==> src/rtl/hdlc_irq_pkg.sv <==
package hdlc_irq_pkg;

    localparam int unsigned DATA_W = 8;
    localparam int unsigned ADDR_W = 3;
    localparam int unsigned STAT_W = 4;
    localparam int unsigned TXC_W  = 4;

    localparam logic [ADDR_W-1:0] A_CTRL = 3'd0;
    localparam logic [ADDR_W-1:0] A_IEN  = 3'd1;
    localparam logic [ADDR_W-1:0] A_STAT = 3'd2;
    localparam logic [ADDR_W-1:0] A_SRC  = 3'd3;
    localparam logic [ADDR_W-1:0] A_RXD  = 3'd4;
    localparam logic [ADDR_W-1:0] A_TXD  = 3'd5;
    localparam logic [ADDR_W-1:0] A_TXC  = 3'd6;

    localparam int unsigned ST_FLAG    = 0;
    localparam int unsigned ST_ABORT   = 1;
    localparam int unsigned ST_IDLE    = 2;
    localparam int unsigned ST_OVERRUN = 3;

    typedef enum logic [1:0] {
        EVT_DATA  = 2'd0,
        EVT_FLAG  = 2'd1,
        EVT_ABORT = 2'd2,
        EVT_IDLE  = 2'd3
    } rx_kind_e;

    typedef enum logic {
        RX_EMPTY = 1'b0,
        RX_FULL  = 1'b1
    } rx_state_e;

    typedef enum logic {
        TX_WAIT  = 1'b0,
        TX_READY = 1'b1
    } tx_state_e;

endpackage

==> src/rtl/hdlc_irq_rx.sv <==
module hdlc_irq_rx
    import hdlc_irq_pkg::*;
#(
    parameter int unsigned DW = DATA_W,
    parameter int unsigned SW = STAT_W
) (
    input  logic          clk,
    input  logic          rst_n,
    input  logic          evt_valid,
    input  rx_kind_e      evt_kind,
    input  logic [DW-1:0] evt_byte,
    input  logic          rd_rxd,
    output logic          rx_ready,
    output logic [DW-1:0] rx_data,
    output logic [SW-1:0] evt_status
);

    rx_state_e state_q, state_d;
    logic      data_evt;

    assign data_evt = evt_valid && (evt_kind == EVT_DATA);

    always_ff @(posedge clk or negedge rst_n) begin
        if (!rst_n) state_q <= RX_EMPTY;
        else        state_q <= state_d;
    end

    always_comb begin
        state_d = state_q;
        unique case (state_q)
            RX_EMPTY: if (data_evt) state_d = RX_FULL;
            RX_FULL:  if (rd_rxd && !data_evt) state_d = RX_EMPTY;
            default:  state_d = RX_EMPTY;
        endcase
    end

    always_ff @(posedge clk or negedge rst_n) begin
        if (!rst_n)        rx_data <= '0;
        else if (data_evt) rx_data <= evt_byte;
    end

    always_comb begin
        evt_status             = '0;
        evt_status[ST_FLAG]    = evt_valid && (evt_kind == EVT_FLAG);
        evt_status[ST_ABORT]   = evt_valid && (evt_kind == EVT_ABORT);
        evt_status[ST_IDLE]    = evt_valid && (evt_kind == EVT_IDLE);
        evt_status[ST_OVERRUN] = data_evt && (state_q == RX_FULL);
    end

    assign rx_ready = (state_q == RX_FULL);

    a_r5_data_loads: assert property (@(posedge clk) disable iff (!rst_n)
        data_evt |=> (rx_ready && rx_data == $past(evt_byte)));

    a_r6_nondata_keeps: assert property (@(posedge clk) disable iff (!rst_n)
        (evt_valid && evt_kind != EVT_DATA) |=> $stable(rx_data));

    a_r9_rx_set_wins: assert property (@(posedge clk) disable iff (!rst_n)
        (rd_rxd && data_evt) |=> rx_ready);

endmodule

==> src/rtl/hdlc_irq_tx.sv <==
module hdlc_irq_tx
    import hdlc_irq_pkg::*;
#(
    parameter int unsigned CW = TXC_W
) (
    input  logic          clk,
    input  logic          rst_n,
    input  logic          byte_start,
    input  logic [CW-1:0] txc,
    input  logic          wr_txd,
    output logic          tx_ready
);

    tx_state_e state_q, state_d;
    logic      arm;

    assign arm = byte_start && (txc != '0);

    always_ff @(posedge clk or negedge rst_n) begin
        if (!rst_n) state_q <= TX_WAIT;
        else        state_q <= state_d;
    end

    always_comb begin
        state_d = state_q;
        unique case (state_q)
            TX_WAIT:  if (arm) state_d = TX_READY;
            TX_READY: if (wr_txd && !arm) state_d = TX_WAIT;
            default:  state_d = TX_WAIT;
        endcase
    end

    assign tx_ready = (state_q == TX_READY);

    a_r7_arm_sets: assert property (@(posedge clk) disable iff (!rst_n)
        arm |=> tx_ready);

    a_r7_write_clears: assert property (@(posedge clk) disable iff (!rst_n)
        (wr_txd && !arm) |=> !tx_ready);

    a_r7_no_ctrl_no_set: assert property (@(posedge clk) disable iff (!rst_n)
        (!tx_ready && txc == '0) |=> !tx_ready);

endmodule

==> src/rtl/hdlc_irq_status.sv <==
module hdlc_irq_status
    import hdlc_irq_pkg::*;
#(
    parameter int unsigned SW = STAT_W
) (
    input  logic          clk,
    input  logic          rst_n,
    input  logic [SW-1:0] set_vec,
    input  logic [SW-1:0] ien,
    input  logic          rd_stat,
    output logic [SW-1:0] status,
    output logic          new_stat
);

    logic [SW-1:0] keep_mask;
    logic          hit;

    assign keep_mask = rd_stat ? '0 : '1;
    assign hit       = |(set_vec & ien);

    always_ff @(posedge clk or negedge rst_n) begin
        if (!rst_n) begin
            status   <= '0;
            new_stat <= 1'b0;
        end else begin
            status   <= (status & keep_mask) | set_vec;
            new_stat <= (new_stat && !rd_stat) || hit;
        end
    end

    a_r3_read_clears: assert property (@(posedge clk) disable iff (!rst_n)
        (rd_stat && set_vec == '0) |=> (status == '0 && !new_stat));

    a_r4_masked_quiet: assert property (@(posedge clk) disable iff (!rst_n)
        (!new_stat && (set_vec & ien) == '0) |=> !new_stat);

    a_r9_stat_set_wins: assert property (@(posedge clk) disable iff (!rst_n)
        (rd_stat && (set_vec & ien) != '0) |=> new_stat);

endmodule

==> src/rtl/hdlc_irq_regs.sv <==
module hdlc_irq_regs
    import hdlc_irq_pkg::*;
#(
    parameter int unsigned DW = DATA_W,
    parameter int unsigned AW = ADDR_W,
    parameter int unsigned SW = STAT_W,
    parameter int unsigned CW = TXC_W
) (
    input  logic          clk,
    input  logic          rst_n,
    input  logic [AW-1:0] bus_addr,
    input  logic          bus_rd,
    input  logic          bus_wr,
    input  logic [DW-1:0] bus_wdata,
    output logic [DW-1:0] bus_rdata,
    input  logic [SW-1:0] status,
    input  logic          new_stat,
    input  logic          rx_ready,
    input  logic          tx_ready,
    input  logic [DW-1:0] rx_data,
    output logic          ctrl_en,
    output logic [SW-1:0] ien,
    output logic [CW-1:0] txc,
    output logic [DW-1:0] txd,
    output logic          rd_stat,
    output logic          rd_rxd,
    output logic          wr_txd
);

    localparam int unsigned SRC_W = 3;

    logic [DW-1:0] rd_mux;

    assign rd_stat = bus_rd && (bus_addr == A_STAT);
    assign rd_rxd  = bus_rd && (bus_addr == A_RXD);
    assign wr_txd  = bus_wr && (bus_addr == A_TXD);

    always_ff @(posedge clk or negedge rst_n) begin
        if (!rst_n) begin
            ctrl_en <= 1'b0;
            ien     <= '0;
            txc     <= '0;
            txd     <= '0;
        end else if (bus_wr) begin
            unique case (bus_addr)
                A_CTRL:  ctrl_en <= bus_wdata[0];
                A_IEN:   ien     <= bus_wdata[SW-1:0];
                A_TXD:   txd     <= bus_wdata;
                A_TXC:   txc     <= bus_wdata[CW-1:0];
                default: ;
            endcase
        end
    end

    always_comb begin
        rd_mux = '0;
        unique case (bus_addr)
            A_CTRL:  rd_mux = {{(DW-1){1'b0}}, ctrl_en};
            A_IEN:   rd_mux = {{(DW-SW){1'b0}}, ien};
            A_STAT:  rd_mux = {{(DW-SW){1'b0}}, status};
            A_SRC:   rd_mux = {{(DW-SRC_W){1'b0}}, new_stat, rx_ready, tx_ready};
            A_RXD:   rd_mux = rx_data;
            A_TXD:   rd_mux = txd;
            A_TXC:   rd_mux = {{(DW-CW){1'b0}}, txc};
            default: rd_mux = '0;
        endcase
    end

    always_ff @(posedge clk or negedge rst_n) begin
        if (!rst_n)      bus_rdata <= '0;
        else if (bus_rd) bus_rdata <= rd_mux;
    end

    a_r2_src_upper_zero: assert property (@(posedge clk) disable iff (!rst_n)
        (bus_rd && bus_addr == A_SRC) |=> (bus_rdata[DW-1:SRC_W] == '0));

    a_r11_rxd_pre_clear: assert property (@(posedge clk) disable iff (!rst_n)
        rd_rxd |=> (bus_rdata == $past(rx_data)));

    a_r8_ctrl_write: assert property (@(posedge clk) disable iff (!rst_n)
        (bus_wr && bus_addr == A_CTRL) |=> (ctrl_en == $past(bus_wdata[0])));

endmodule

==> src/rtl/hdlc_irq_ctrl.sv <==
module hdlc_irq_ctrl
    import hdlc_irq_pkg::*;
#(
    parameter int unsigned DW = DATA_W,
    parameter int unsigned AW = ADDR_W,
    parameter int unsigned SW = STAT_W,
    parameter int unsigned CW = TXC_W
) (
    input  logic          clk,
    input  logic          rst_n,
    input  logic [AW-1:0] bus_addr,
    input  logic          bus_rd,
    input  logic          bus_wr,
    input  logic [DW-1:0] bus_wdata,
    output logic [DW-1:0] bus_rdata,
    input  logic          rx_evt_valid,
    input  logic [1:0]    rx_evt_kind,
    input  logic [DW-1:0] rx_evt_byte,
    input  logic          tx_byte_start,
    output logic [DW-1:0] tx_byte_out,
    output logic          irq
);

    logic          ctrl_en, new_stat, rx_ready, tx_ready;
    logic          rd_stat, rd_rxd, wr_txd;
    logic [SW-1:0] ien, status, evt_status;
    logic [CW-1:0] txc;
    logic [DW-1:0] rx_data;
    rx_kind_e      kind;

    assign kind = rx_kind_e'(rx_evt_kind);

    hdlc_irq_regs #(.DW(DW), .AW(AW), .SW(SW), .CW(CW)) u_regs (
        .clk(clk), .rst_n(rst_n),
        .bus_addr(bus_addr), .bus_rd(bus_rd), .bus_wr(bus_wr),
        .bus_wdata(bus_wdata), .bus_rdata(bus_rdata),
        .status(status), .new_stat(new_stat), .rx_ready(rx_ready),
        .tx_ready(tx_ready), .rx_data(rx_data),
        .ctrl_en(ctrl_en), .ien(ien), .txc(txc), .txd(tx_byte_out),
        .rd_stat(rd_stat), .rd_rxd(rd_rxd), .wr_txd(wr_txd)
    );

    hdlc_irq_rx #(.DW(DW), .SW(SW)) u_rx (
        .clk(clk), .rst_n(rst_n),
        .evt_valid(rx_evt_valid), .evt_kind(kind), .evt_byte(rx_evt_byte),
        .rd_rxd(rd_rxd), .rx_ready(rx_ready), .rx_data(rx_data),
        .evt_status(evt_status)
    );

    hdlc_irq_tx #(.CW(CW)) u_tx (
        .clk(clk), .rst_n(rst_n),
        .byte_start(tx_byte_start), .txc(txc), .wr_txd(wr_txd),
        .tx_ready(tx_ready)
    );

    hdlc_irq_status #(.SW(SW)) u_status (
        .clk(clk), .rst_n(rst_n),
        .set_vec(evt_status), .ien(ien), .rd_stat(rd_stat),
        .status(status), .new_stat(new_stat)
    );

    assign irq = ctrl_en && (new_stat || rx_ready || tx_ready);

    a_r8_rx_raises_irq: assert property (@(posedge clk) disable iff (!rst_n)
        (rx_evt_valid && kind == EVT_DATA && ctrl_en &&
         !(bus_wr && bus_addr == A_CTRL)) |=> irq);

    a_r10_overrun: assert property (@(posedge clk) disable iff (!rst_n)
        (rx_evt_valid && kind == EVT_DATA && rx_ready) |=> status[ST_OVERRUN]);

endmodule

==> config.mk <==
export PLATFORM = sky130hd
export DESIGN_NAME = hdlc_irq_ctrl
export DESIGN_NICKNAME = d
export VERILOG_FILES = /design/src/rtl/hdlc_irq_pkg.sv /design/src/rtl/hdlc_irq_rx.sv /design/src/rtl/hdlc_irq_tx.sv /design/src/rtl/hdlc_irq_status.sv /design/src/rtl/hdlc_irq_regs.sv /design/src/rtl/hdlc_irq_ctrl.sv
export SDC_FILE = /design/constraint.sdc
export NUM_CORES = 1
export LEC_CHECK = 0
export ABC_AREA = 1
export BUFFER_PORTS_ARGS = -buffer_cell sky130_fd_sc_hd__buf_2
export CAP_MARGIN = 10
export CORE_ASPECT_RATIO = 0.75
export CORE_MARGIN = 5
export CORE_UTILIZATION = 57
export CTS_CLUSTER_SIZE = 8
export DETAILED_ROUTE_END_ITERATION = 10
export PLACE_DENSITY = 0.92
export SYNTH_ARGS = -nofsm -noshare
export SYNTH_HDL_FRONTEND = slang
export SYNTH_SLANG_ARGS = --single-unit
==> constraint.sdc <==
create_clock -name clk -period 2.1 [get_ports clk]
set_clock_uncertainty 0.15 [all_clocks]
set_input_delay 0.21 -clock clk [delete_from_list [all_inputs] [get_ports clk]]
set_output_delay 0.21 -clock clk [all_outputs]
set_load 0.02 [all_outputs]
# Yosys cells after proc, flatten, opt, wreduce, memory -nomap -nowiden
# Cells that the tools add are included.
# totals
reg_bits	40
in_bits	27
out_inout_bits	17
wordCells	59
# classes
n_eq_ne	9
muxes	8
bitwise	5
n_reduce_logical	27
# op_table
op	count
$pmux W8 S7	1
$logic_and A1 B1 Y1	13
$eq A3 B3 Y1 const B	3
$and A4 B4 Y4	2
$reduce_and A2 Y1	4
$eq A3 B2 Y1 const B	2
$eq A2 B2 Y1 const B	2
$mux W1	4
$mux W4	1
$or A4 B4 Y4	1
$pmux W1 S2	2
$reduce_bool A4 Y1	1
$reduce_or A4 Y1	1
$eq A3 B1 Y1 const B	1
$logic_not A1 Y1	3
$logic_not A3 Y1	1
$logic_or A1 B1 Y1	3
$eq A2 B1 Y1 const B	1
$logic_not A2 Y1	1
$not A1 Y1	2

# Depth between registers and ports, before layout
# Gate-level depths: netlist of the first run.
# logic_depth
word_depth	6
mapped_depth	9
mapped_depth_nobuf	8

# Hierarchy
# A second synthesis of the first run with hierarchy kept.
# unflattened
cells_unflattened	248
hier_area_um2	1991.9
# modules_own_cells
module	instances	cells_each	area_per_inst_um2
hdlc_irq_regs	1	166	1315.0
hdlc_irq_rx	1	45	394.1
hdlc_irq_status	1	25	215.2
hdlc_irq_tx	1	8	51.3
hdlc_irq_ctrl	1	4	16.3

# Least setup slack after synthesis of the first run
# No wires, ideal clock.
# synth_path
path_kind	input-to-reg
startpoint	input port bus_addr[2]
endpoint	register u_status.status[1]
setup_ps	121
arrival_time_ps	897
t_required_ps	1829
slack_ps	932
stages	5
path_cell_list	buf_4 inv_2 buf_4 nand4_2 a22o_1
# synth_between
elab_chain_cells	5
# synth_lines
element	line	rtl
start, declared	hdlc_irq_ctrl.sv:11	input logic [AW-1:0] bus_addr,
$eq A3 B2 Y1	hdlc_irq_regs.sv:34	assign rd_stat = bus_rd && (bus_addr == A_STAT);
$logic_and A1 B1 Y1	hdlc_irq_regs.sv:34	
$mux W4	hdlc_irq_status.sv:18	assign keep_mask = rd_stat ? '0 : '1;
$and A4 B4 Y4	hdlc_irq_status.sv:26	status <= (status & keep_mask) | set_vec;
$or A4 B4 Y4	hdlc_irq_status.sv:26	
end signal, assigned	hdlc_irq_status.sv:26	
end, declared	hdlc_irq_status.sv:11	output logic [SW-1:0] status,
# Every way passes these cells.
# A chain may end at the register's enable or synchronous reset.

# Worst setup path in the final report of the first run
# layout_path
startpoint	register u_rx.state_q, in the netlist u_rx.rx_ready
endpoint	output port irq
# layout_between
elab_chain_cells	3
# layout_lines
element	line	rtl
start, declared	hdlc_irq_rx.sv:18	rx_state_e state_q, state_d;
start signal, assigned	hdlc_irq_rx.sv:25	else state_q <= state_d;
$logic_or A1 B1 Y1 (2 in a row)	hdlc_irq_ctrl.sv:62	assign irq = ctrl_en && (new_stat || rx_ready || tx_ready);
$logic_and A1 B1 Y1	hdlc_irq_ctrl.sv:62	
end, declared	hdlc_irq_ctrl.sv:21	output logic irq
# Every way passes these cells.

==> results of run 1 <==
-- registers in the layout (all words and copies together) (netlist names) --
name and count:
u_status.new_stat 1, u_regs.txd 8, u_tx.tx_ready 1, u_regs.txc 4, u_regs.ien 4, u_regs.bus_rdata 8, u_rx.rx_ready 1, u_regs.ctrl_en 1
u_status.status 4, u_rx.rx_data 8
-- repair_timing --
item,4_1_cts,5_1_grt
endpoints found under the setup margin,0,0
hold buffers,3,0
hold endpoints to repair,42,0
-- critical path: cells and delay by family (launching register included) --
| family | cells | cell delay (ps) |
|---|---|---|
| AO/OA/AOI/OAI | 1 | 170 |
| buffers and inverters | 2 | 270 |
| flip-flops | 1 | 440 |
-- cells in the mapped netlist (all sizes together) --
cell and instances:
inv 23, clkinv 1, a22o 1, nand4 19, o22ai 4, dfrtp 40
buf 10, mux2 4, nand3 15, nor2 21, o21ai 17, a21oi 9
nor4 1, nand2 61
-- cell families after synthesis --
| family | Yosys count |
|---|---|
| and+or+nand+nor | 117 |
| DFF | 40 |
| buffers and inverters | 34 |
| AOI/OAI and AO/OA | 31 |
| muxes | 4 |
-- report_power, final --
part	internal [mW]	switching (mW)	total, mW
Combinational	0.158	0.269	0.428
Clock	0.262	0.260	0.522
Sequential	0.903	0.0955	0.999
-- routing by layer --
layer / up-vias / wire, um / track usage, %
li1: 830 / - / -
met1: 742 / 1940 / 25.6
met2: 66 / 2050 / 32.4
met3: 7 / 372 / 5.26
met4: 0 / 45 / 6.51
met5: - / 0 / 0
-- metrics by stage --
| stage | hold slack (ps) | worst slack, ps |
|---|---|---|
| floorplan | -236 | 932 |
| finish | -0.588 | 550 |
| CTS | 0.147 | 558 |
| detailed placement | 217 | 662 |
| global route | 4.54 | 521 |
| global placement | 214 | 669 |
-- placed cells by master (no fill, tap or decap), types with 3 or more instances in the layout --
master / Yosys / routed
o21ai_1: 5 / 5
nand2_1: 61 / 61
dlygate4sd3_1: 0 / 3
o21ai_0: 8 / 8
a21oi_1: 5 / 5
buf_2: 2 / 43
o22ai_1: 4 / 4
nand3_1: 13 / 13
inv_1: 21 / 21
mux2_2: 4 / 4
nand4_1: 17 / 17
a21oi_2: 4 / 4
dfrtp_1: 40 / 40
nor2_1: 19 / 19
o21ai_2: 4 / 4
clkbuf_8: 0 / 6
-- area by class of cell --
cell class,instances,area [um^2],area share [%]
Multi-Input combinational cell,152,810,35.3
Sequential cell,40,1000,43.6
Tap cell,40,50.0,2.18
Timing Repair Buffer,46,245,10.7
Clock buffer,6,82.6,3.60
Clock inverter,2,10.0,0.436
Inverter,24,95.1,4.15
-- worst max path at each step --
stage / to / slack (ps) / depth (start not counted)
CTS: irq / 560 / 3
finish: irq / 550 / 3
global placement: u_rx.rx_data[0] / 670 / 4
global route: irq / 520 / 3
detailed placement: u_regs.txd[4] / 660 / 6
floorplan: u_status.status[1] / 930 / 5
==> results.md, run 1 <==
- Max-slew violations: 0
- Setup TNS: 0 ps
- Critical Path AT: 1190 ps
- Clock-pin slew on the worst setup and hold paths: 80 ps
- Post-Syn Area: between 0.0015 and 0.002 mm^2
- R2R setup slack: 950 ps
- Worst hold endpoint: u_tx.tx_ready
- # DRC: 0
- Post-CTS resize count: 0
- Area of the core: 0.00331 mm^2
- H-tree depth: 2
- Cell depth of the worst flop-to-flop path: 6
- DR vias: 1645
- Final min period: approximately 1500 ps
- Outcome: complete, but fails checks
- DRT Pass-1 Iters: 4
- Synth top area cells: dfrtp_1 (50%), nand2_1 (12%), nand4_1 (5.4%)
- Fin util: 69.3%
- Reg-to-reg critical path endpoint: u_regs.bus_rdata[1]
- Overall power: between 1.5 and 2 mW
- DIE AREA: about 0.0048 mm^2
- Overflow after GRT: 0
- Syn_area_per_cell: 8.78 um^2
- Max VDD drop: 0.573 mV
- P_leak: 1.22 nW
- CP startpoint: u_rx.rx_ready
- Die span in x: between 70 and 80 um
- N_diodes: 0
- GR Util All Layers: 19.6%
- Yosys top cell area share: 50.5%
- CP startpoint kind: flop
- Setup crit end kind: output pin
- Clock root buffer master: clkbuf_8
- #FFs+latches synth: 40
- Fmax: roughly 650 MHz
- Initial DRC count: between 150 and 200
- Worst-margin pin slew: 855 ps
- Die H: 61.1 um
- Port bufs: 43
- CP required: 1740 ps
- Synth Warn #: 0
- Adder-cell share of the synthesized area: 0%
- CP max-delay cell: dfrtp_1
- Layout Cells excl Fill: 310
- Syn_nets: 253
- Crit Path Category: reg -> out
- First-pass GRT wire length: just over 7 mm
- Post CTS Setup Buffer Count: 0
- Post-synthesis cell type count: 27
- Post-synthesis xor/xnor area fraction: 0%
- Failing checks: negative hold slack
- Post-DR vias/cell: 5.31
- Layout cells sized above 1: 26.3%
- FF-to-FF Start: u_rx.rx_ready
- Hold Slack: -0.588 ps
- Worst Path Max Fanout: 4
- GPL Wtd Cong: 0.949
- Post-route ant nets: 0
- TritonCTS clock tree: done
- DP HPWL: roughly 3.3 mm
- Largest family of logic cells by synthesized area: simple AND/OR/NAND/NOR gates
- P&R area growth vs syn: 15.6%
- Fillers: 267
- Fin crit share: approximately three quarters
- Nets: 296
- Initial antenna violation count: 0
- DR WL/cell: 14.2 um
- Placed Area: 0.00217 mm^2
- Max Cap Viol: 0
- Worst Hold Class: in -> reg
- CP cell instances: inv_1 > a21oi_1 > buf_2
- Pin count of the biggest net entering global routing: between 40 and 50
- RSZ-0062 raised after global routing: false
- CP max stage delay: 440 ps
- CTS Buf Count: 5
- Multiplexer share of the synthesized area: 2.27%
- Hold Startpoint: tx_byte_start
- Final-report hold violation count: 1
- Clk Latency, worst-skew pair: roughly 300 ps
- Seq/Total Area, Yosys: 50.5%
- Max transition margin: 43.0%
- Vias in the first global route: ~1600
- Final setup vio count: 0
- Total Wirelength: 4.41 mm
- Cells after Synth: 226
- Initial Util: about three fifths
- PwrDens: 850 mW/mm^2
- Post-route design area: between 0.002 and 0.0025 mm^2
- Synth area leader: dfrtp_1
- Clk buf depth: 2
- Number of core rows: 18
- Clock net sink count: 40
- Placed Instances: 299
- Synthesized-area fraction occupied by and/or/nand/nor cells: 28.8%
- Synth Area in Compound Gates: 9.78%
- IO Pins: between 40 and 50
- Worst Hold Path Cells: 3
Note: power is estimated with default switching activity, not from simulation.
==> inputs of run 2 (changes only) <==
CORE_UTILIZATION = 53   (was 57)
PLACE_DENSITY = 0.87   (was 0.92)
clock period = 1.5 ns   (was 2.1 ns; I/O delays follow)
==> run 2 against run 1 <==
Register-to-register slack worse by 590 ps. The flow now finishes without violations. Largest cell class unchanged. Power is 41% higher. Highest routed layer unchanged. Die area is 6.4% higher. Sequential share of layout area is 2.9 points lower. Final cell count is 9.0% higher. Worst setup slack worse by 440 ps. Wire length is 5.1% higher. Critical path type unchanged.
==> results.md, run 2 (synthesized netlist as in run 1, its figures left out) <==
- P_leak: 1.28 nW (+5.1%)
- Die span in x: 80.6 um (+3.2%)
- First-pass GRT wire length: 8.02 mm (+11%)
- Total Wirelength: 4.63 mm (+5.1%)
- CTS Buf Count: 5 (unchanged)
- Hold Slack: 2.17 ps (+2.76 ps)
- Post CTS Setup Buffer Count: 0 (unchanged)
- Max transition margin: 67.5% (+24 points)
- Clk Latency, worst-skew pair: 280 ps (-20 ps)
- Fillers: 303 (+13%)
- # hold bufs at CTS: 16 (+13)
- GPL Wtd Cong: 0.955 (+0.59%)
- DIE AREA: 0.00508 mm^2 (+6.4%)
- Number of core rows: 19 (+1)
- Post-DR vias/cell: 5.14 (-3.0%)
- CP startpoint kind: flop
- GR Util All Layers: 20.7% (+1.1 points)
- Worst-margin pin slew: 488 ps (-367 ps)
- Worst Hold Path Cells: 3 (unchanged)
- Routed wl met3: 314 um (-16%)
- Die H: 63.0 um (+3.1%)
- # DRC: 0 (unchanged)
- DR WL/cell: 13.7 um (-3.6%)
- CP required: 1200 ps (-540 ps)
- Final min period: 1390 ps
- Max-slew violations: 0 (unchanged)
- Initial DRC count: 157 (unchanged)
- R2R setup slack: 360 ps (-590 ps)
- Pin count of the biggest net entering global routing: 41 (unchanged)
- Layout Cells excl Fill: 338 (+9.0%)
- Clk buf depth: 2 (unchanged)
- Layout cells sized above 1: 25.2% (-1.1 points)
- DR WL met2: 2.13 mm (+3.9%)
- PwrDens: 1120 mW/mm^2 (+31%)
- Setup crit end kind: output pin
- H-tree depth: 2 (unchanged)
- TritonCTS clock tree: done
- Post-Place Worst Slack: 108 ps (-554 ps)
- Setup TNS: 0 ps (unchanged)
- N_diodes: 0 (unchanged)
- DR vias: 1739 (+5.7%)
- Worst Hold Class: in -> reg
- P_sw: 859 uW (+37%)
- Setup ws final: 108 ps (-442 ps)
- Clock net sink count: 40 (unchanged)
- Max layer used: met4
- Critical Path AT: 1090 ps (-100 ps)
- IO Pins: 44 (unchanged)
- DRT Pass-1 Iters: 4 (unchanged)
- Placed Instances: 314 (+5.0%)
- Nets: 312 (+5.4%)
- Max VDD drop: 0.801 mV (+40%)
- Vias in the first global route: 1669 (+5.6%)
- Cell depth of the worst flop-to-flop path: 6 (unchanged)
- RSZ-0062 raised after global routing: false
- Max Cap Viol: 0 (unchanged)
- Overflow after GRT: 0 (unchanged)
- Int Power: 1.89 mW (+43%)
- M1 WL: 2.09 mm (+7.8%)
- Initial antenna violation count: 0 (unchanged)
- Outcome: complete, no violations
- Worst Path Max Fanout: 4 (unchanged)
- Final-report hold violation count: 0 (-1)
- DP HPWL: 3.31 mm (-0.95%)
- Crit Path Category: reg -> out
- Final setup vio count: 0 (unchanged)
- Commonest non-fill, non-tap cells in the layout: nand2_1 (61), buf_2 (43), dfrtp_1 (40), inv_1 (21), nor2_1 (19)
- Logic pwr share: 23.0% (+1.1 points)
- Post-route ant nets: 0 (unchanged)
- P&R area growth vs syn: 24.0%
- Switching Share: 31.3% (-0.82 points)
- Fin crit share: 92.8%
- Clock-pin slew on the worst setup and hold paths: 70 ps (about the same)
- Initial Util: 54.5% (-5.4 points)
- Port bufs: 43 (unchanged)
- Overall power: 2.75 mW (+41%)
- Fmax: 718 MHz
- Clock root buffer master: clkbuf_8
- Biggest regs: u_regs.bus_rdata x8, u_regs.txd x8, u_rx.rx_data x8
- Share of power burned in registers: 51.0% (-0.3 points)
- Post-CTS resize count: 0 (unchanged)
- Area of the core: 0.00364 mm^2 (+9.9%)
- Clock network power share: 26.0% (-0.8 points)
- Commonest non-fill, non-tap cell in the layout: nand2_1
run 2: changes by cell type in the layout (fill, tap and decap cells not counted):
| cell | before | now |
|---|---|---|
| dlygate4sd3_1 | 3 | 16 |
| clkinv_2 | 2 | 0 |
| clkbuf_1 | 0 | 2 |
| buf_4 | 0 | 3 |
run 2: power by group through the flow:
stage	clock network [mW]	logic (mW)	registers, mW
2_1_floorplan	0	0.325	1.46
3_3_place_gp	0	0.584	1.41
3_5_place_dp	0	0.602	1.41
4_1_cts	0.731	0.634	1.40
5_1_grt	0.781	0.713	1.42
6_report	0.713	0.632	1.40
run 2: layout make-up:
| cell class | count | area [um^2] | area share (%) |
|---|---|---|---|
| clock buffers | 8 | 90.1 | 3.66 |
| inverters | 24 | 95.1 | 3.87 |
| multi-input cells | 152 | 810 | 32.9 |
| flip-flops and latches | 40 | 1000 | 40.7 |
| well taps | 52 | 65.1 | 2.65 |
| repair buffers | 62 | 398 | 16.2 |
run 2: through the flow:
step / area (um^2) / utilization (%)
floorplan: 1980 / -
global placement: 2210 / 60.7
detailed placement: 2210 / 60.7
CTS: 2460 / 67.6
global route: 2460 / 67.6
finish: 2460 / 67.6
run 2: per-layer routing:
layer | track usage [%] | vias up
li1 | - | 868
met1 | 29.5 | 801
met2 | 30.2 | 60
met3 | 5.76 | 10
met4 | 7.17 | 0
met5 | 0 | -
run 2: final timing paths:
| check | startpoint | end |
|---|---|---|
| setup / recovery | u_rx.rx_ready | irq |
| hold / removal | bus_wdata[2] | u_regs.txd[2] |
| setup reg to reg | u_regs.txd[2] | u_regs.bus_rdata[2] |
| hold reg to reg | u_regs.bus_rdata[6] | u_regs.bus_rdata[6] |
| max in group asynchronous | rst_n | u_regs.ien[2] |
| min in group asynchronous | rst_n | u_regs.bus_rdata[6] |
run 2: worst max-delay path: stages (launching register included):
cell and delay, ps:
dfrtp_1 410, inv_1 70, a21oi_1 150, buf_2 180
==> inputs of run 3 (changes only) <==
SLEW_MARGIN = 30   (was not set)
SYNTH_HIERARCHICAL = 1   (was not set)
==> run 3 against run 2 <==
Sequential cell count stayed put. Utilization is 3.3 points higher. Power up 6.3%. Critical path type unchanged. Largest cell class unchanged. Final cell count grew 8.9%. Area after synthesis grew 0.44%. Worst setup slack got worse by 24 ps. Sequential power about the same. Synthesized cell count grew 9.7%. Critical path depth did not move. Design area increased by 4.9%. Die area is 0.38% higher. Combinational power up 1%.
==> results.md, run 3 <==
- Outcome: complete, no violations
- Cells after Synth: 248 (+9.7%)
- Switching Share: 31.7% (+0.42 points)
- Largest family of logic cells by synthesized area: simple AND/OR/NAND/NOR gates
- CP required: 1200 ps (about the same)
- Post-Syn Area: 0.00199 mm^2 (+0.44%)
- Max Cap Viol: 0 (unchanged)
- Port bufs: 43 (unchanged)
- Die H: 63.1 um (+0.18%)
- Seq/Total Area, Yosys: 50.3% (-0.22 points)
- Area of the core: 0.00364 mm^2 (unchanged)
- CP startpoint kind: flop
- CTS Buf Count: 5 (unchanged)
- Post-synthesis cell type count: 23 (-15%)
- Logic pwr share: 21.9% (-1.1 points)
- CP max-delay cell: dfrtp_1
- Setup ws final: 83.9 ps (-23.8 ps)
- Worst Hold Path Cells: 3 (unchanged)
- Overall power: 2.92 mW (+6.3%)
- Initial DRC count: 282 (+80%)
- Clock net sink count: 40 (unchanged)
- IO Pins: 44 (unchanged)
- Post-Place Worst Slack: 31.4 ps (-76.6 ps)
- #FFs+latches synth: 40 (unchanged)
- Fin crit share: 94.4% (+1.6 points)
- Synthesized-area fraction occupied by and/or/nand/nor cells: 33.7% (+5.0 points)
- Die span in x: 80.8 um (+0.19%)
- H-tree depth: 2 (unchanged)
- GR Util All Layers: 22.8% (+2.1 points)
- Commonest non-fill, non-tap cell in the layout: nand2_1
- Layout Cells excl Fill: 368 (+8.9%)
- Multiplexer share of the synthesized area: 0% (-2.3 points)
- Fin util: 70.9% (+3.3 points)
- P_sw: 925 uW (+7.7%)
- Clock-pin slew on the worst setup and hold paths: 70 ps (about the same)
- Worst-margin pin slew: 426 ps (-61.4 ps)
- Syn_area_per_cell: 8.03 um^2 (-8.5%)
- Pin count of the biggest net entering global routing: 24 (-41%)
- # DRC: 0 (unchanged)
- Placed Instances: 344 (+9.6%)
- Post-route ant nets: 0 (unchanged)
- Yosys top cell area share: 50.3% (-0.22 points)
- Initial antenna violation count: 0 (unchanged)
- Setup crit end kind: output pin
- Int Power: 1.99 mW (+5.6%)
- N_diodes: 0 (unchanged)
- Post-synthesis xor/xnor area fraction: 0% (unchanged)
- First-pass GRT wire length: 8.85 mm (+10%)
- DIE AREA: 0.00510 mm^2 (+0.38%)
- Clock root buffer master: clkbuf_8
- Syn_nets: 275 (+8.7%)
- Biggest regs: u_regs/bus_rdata x8, u_regs/txd x8, u_rx/rx_data x8
- Cell depth of the worst flop-to-flop path: 6 (unchanged)
- DP HPWL: 3.66 mm (+11%)
- Final-report hold violation count: 0 (unchanged)
- Initial Util: 54.8% (+0.24 points)
- Fmax: 706 MHz (-1.7%)
- DRT Pass-1 Iters: 5 (+1)
- Nets: 342 (+9.6%)
- Crit Path Category: reg -> out
- Synth Area in Compound Gates: 7.66% (-2.1 points)
- Max VDD drop: 0.823 mV (+2.8%)
- Synth area leader: dfrtp_1
- Worst Path Max Fanout: 3 (-1)
- Overflow after GRT: 0 (unchanged)
- Total Wirelength: 5.41 mm (+17%)
- Synth Warn #: 6 (+6)
- GPL Wtd Cong: 0.963 (+0.80%)
- Critical Path AT: 1120 ps (+30 ps)
- Number of core rows: 19 (unchanged)
- Max transition margin: 71.6% (+4.1 points)
- Count leader, synth: nand2_1
- Share of power burned in registers: 47.9% (-3.1 points)
- Adder-cell share of the synthesized area: 0% (unchanged)
- Clock network power share: 30.2% (+4.2 points)
- P_leak: 1.42 nW (+10%)
- TritonCTS clock tree: done
- Layout cells sized above 1: 22.2% (-3.0 points)
- Top cells by count, synth: nand2_1 (80), dfrtp_1 (40), inv_1 (26)
- Synth top area cells: dfrtp_1 (50%), nand2_1 (15%), nand3_1 (6.0%)
- Worst Hold Class: in -> reg
- PwrDens: 1130 mW/mm^2 (+1.3%)
- Clk buf depth: 2 (unchanged)
- Final setup vio count: 0 (unchanged)
- Vias in the first global route: 1864 (+12%)
- CP max stage delay: 410 ps (about the same)
- Clk Latency, worst-skew pair: 300 ps (+20 ps)
- Hold Slack: 21.9 ps (+19.8 ps)
- P&R area growth vs syn: 29.5%
- R2R setup slack: 330 ps (-30 ps)
- Commonest non-fill, non-tap cells in the layout: nand2_1 (80), buf_2 (42), dfrtp_1 (40), inv_1 (26), nand3_1 (24)
- Final min period: 1420 ps (+23.8 ps)
- Synth async-reset ratio: 100% (unchanged)
- DR vias: 1977 (+14%)
- CP cell instances: nor2_1 > a21oi_1 > buf_2
- Main flop type after synthesis: dfrtp_1
- DR WL/cell: 14.7 um (+7.3%)
- Max-slew violations: 0 (unchanged)
- EDFF count, synth: 0 (unchanged)
- Post-DR vias/cell: 5.37 (+4.4%)
[run 3: area by class of cell]
class | instances | area [um^2]
multi-input combinational | 170 | 831
clock buffer | 6 | 72.6
inverter | 29 | 110
sequential | 40 | 1000
fill | 282 | 1060
timing repair buffer | 69 | 465
clock inverter | 2 | 35.0
tap | 52 | 65.1
[run 3: power by group through the flow]
stage	registers (mW)	clock network, mW	logic [mW]
after floorplan	1.46	0	0.292
after global placement	1.40	0	0.575
after detailed placement	1.41	0	0.594
after CTS	1.39	0.876	0.628
after global routing	1.42	0.945	0.710
final	1.40	0.881	0.641
[run 3: logic make-up after synthesis]
group,after synthesis
simple gates,142
flops,40
buf+inv,38
compound gates,28
[run 3: layer usage]
layer / vias to the layer above / share of wire, % / track usage, %
li1: 940 / - / -
met1: 911 / 43 / 32.0
met2: 111 / 45 / 33.5
met3: 15 / 9.0 / 5.41
met4: 0 / 2.9 / 9.28
met5: - / 0 / 3.33
[run 3: final timing paths]
path | start | to
min in group asynchronous | rst_n | u_status/status[2]
worst min register to register | u_rx/rx_data[0] | u_rx/rx_data[0]
worst min-delay path | bus_wdata[2] | u_regs/txd[2]
worst max register to register | u_status/new_stat | u_regs/bus_rdata[2]
worst max-delay path | u_status/new_stat | irq
max in group asynchronous | rst_n | u_tx/tx_ready
[run 3: timing repair]
item,4_1_cts,5_1_grt
hold buffers,16,0
endpoints found under the setup margin,0,1
resized for setup,0,2
buffers inserted,0,0
endpoints found under the hold margin,55,0
[run 3: per-stage QoR]
step                TNS, ps  cell area [um^2]
finish                    0              2580
global route          -25.9              2580
CTS                       0              2570
detailed placement        0              2300
global placement          0              2300
floorplan                 0              1990
[run 3: critical path, delay by kind of cell, from the launching register on]
family	cells	cell delay, ps
simple gates	1	70
compound gates	1	150
buf+inv	1	190
flops	1	410
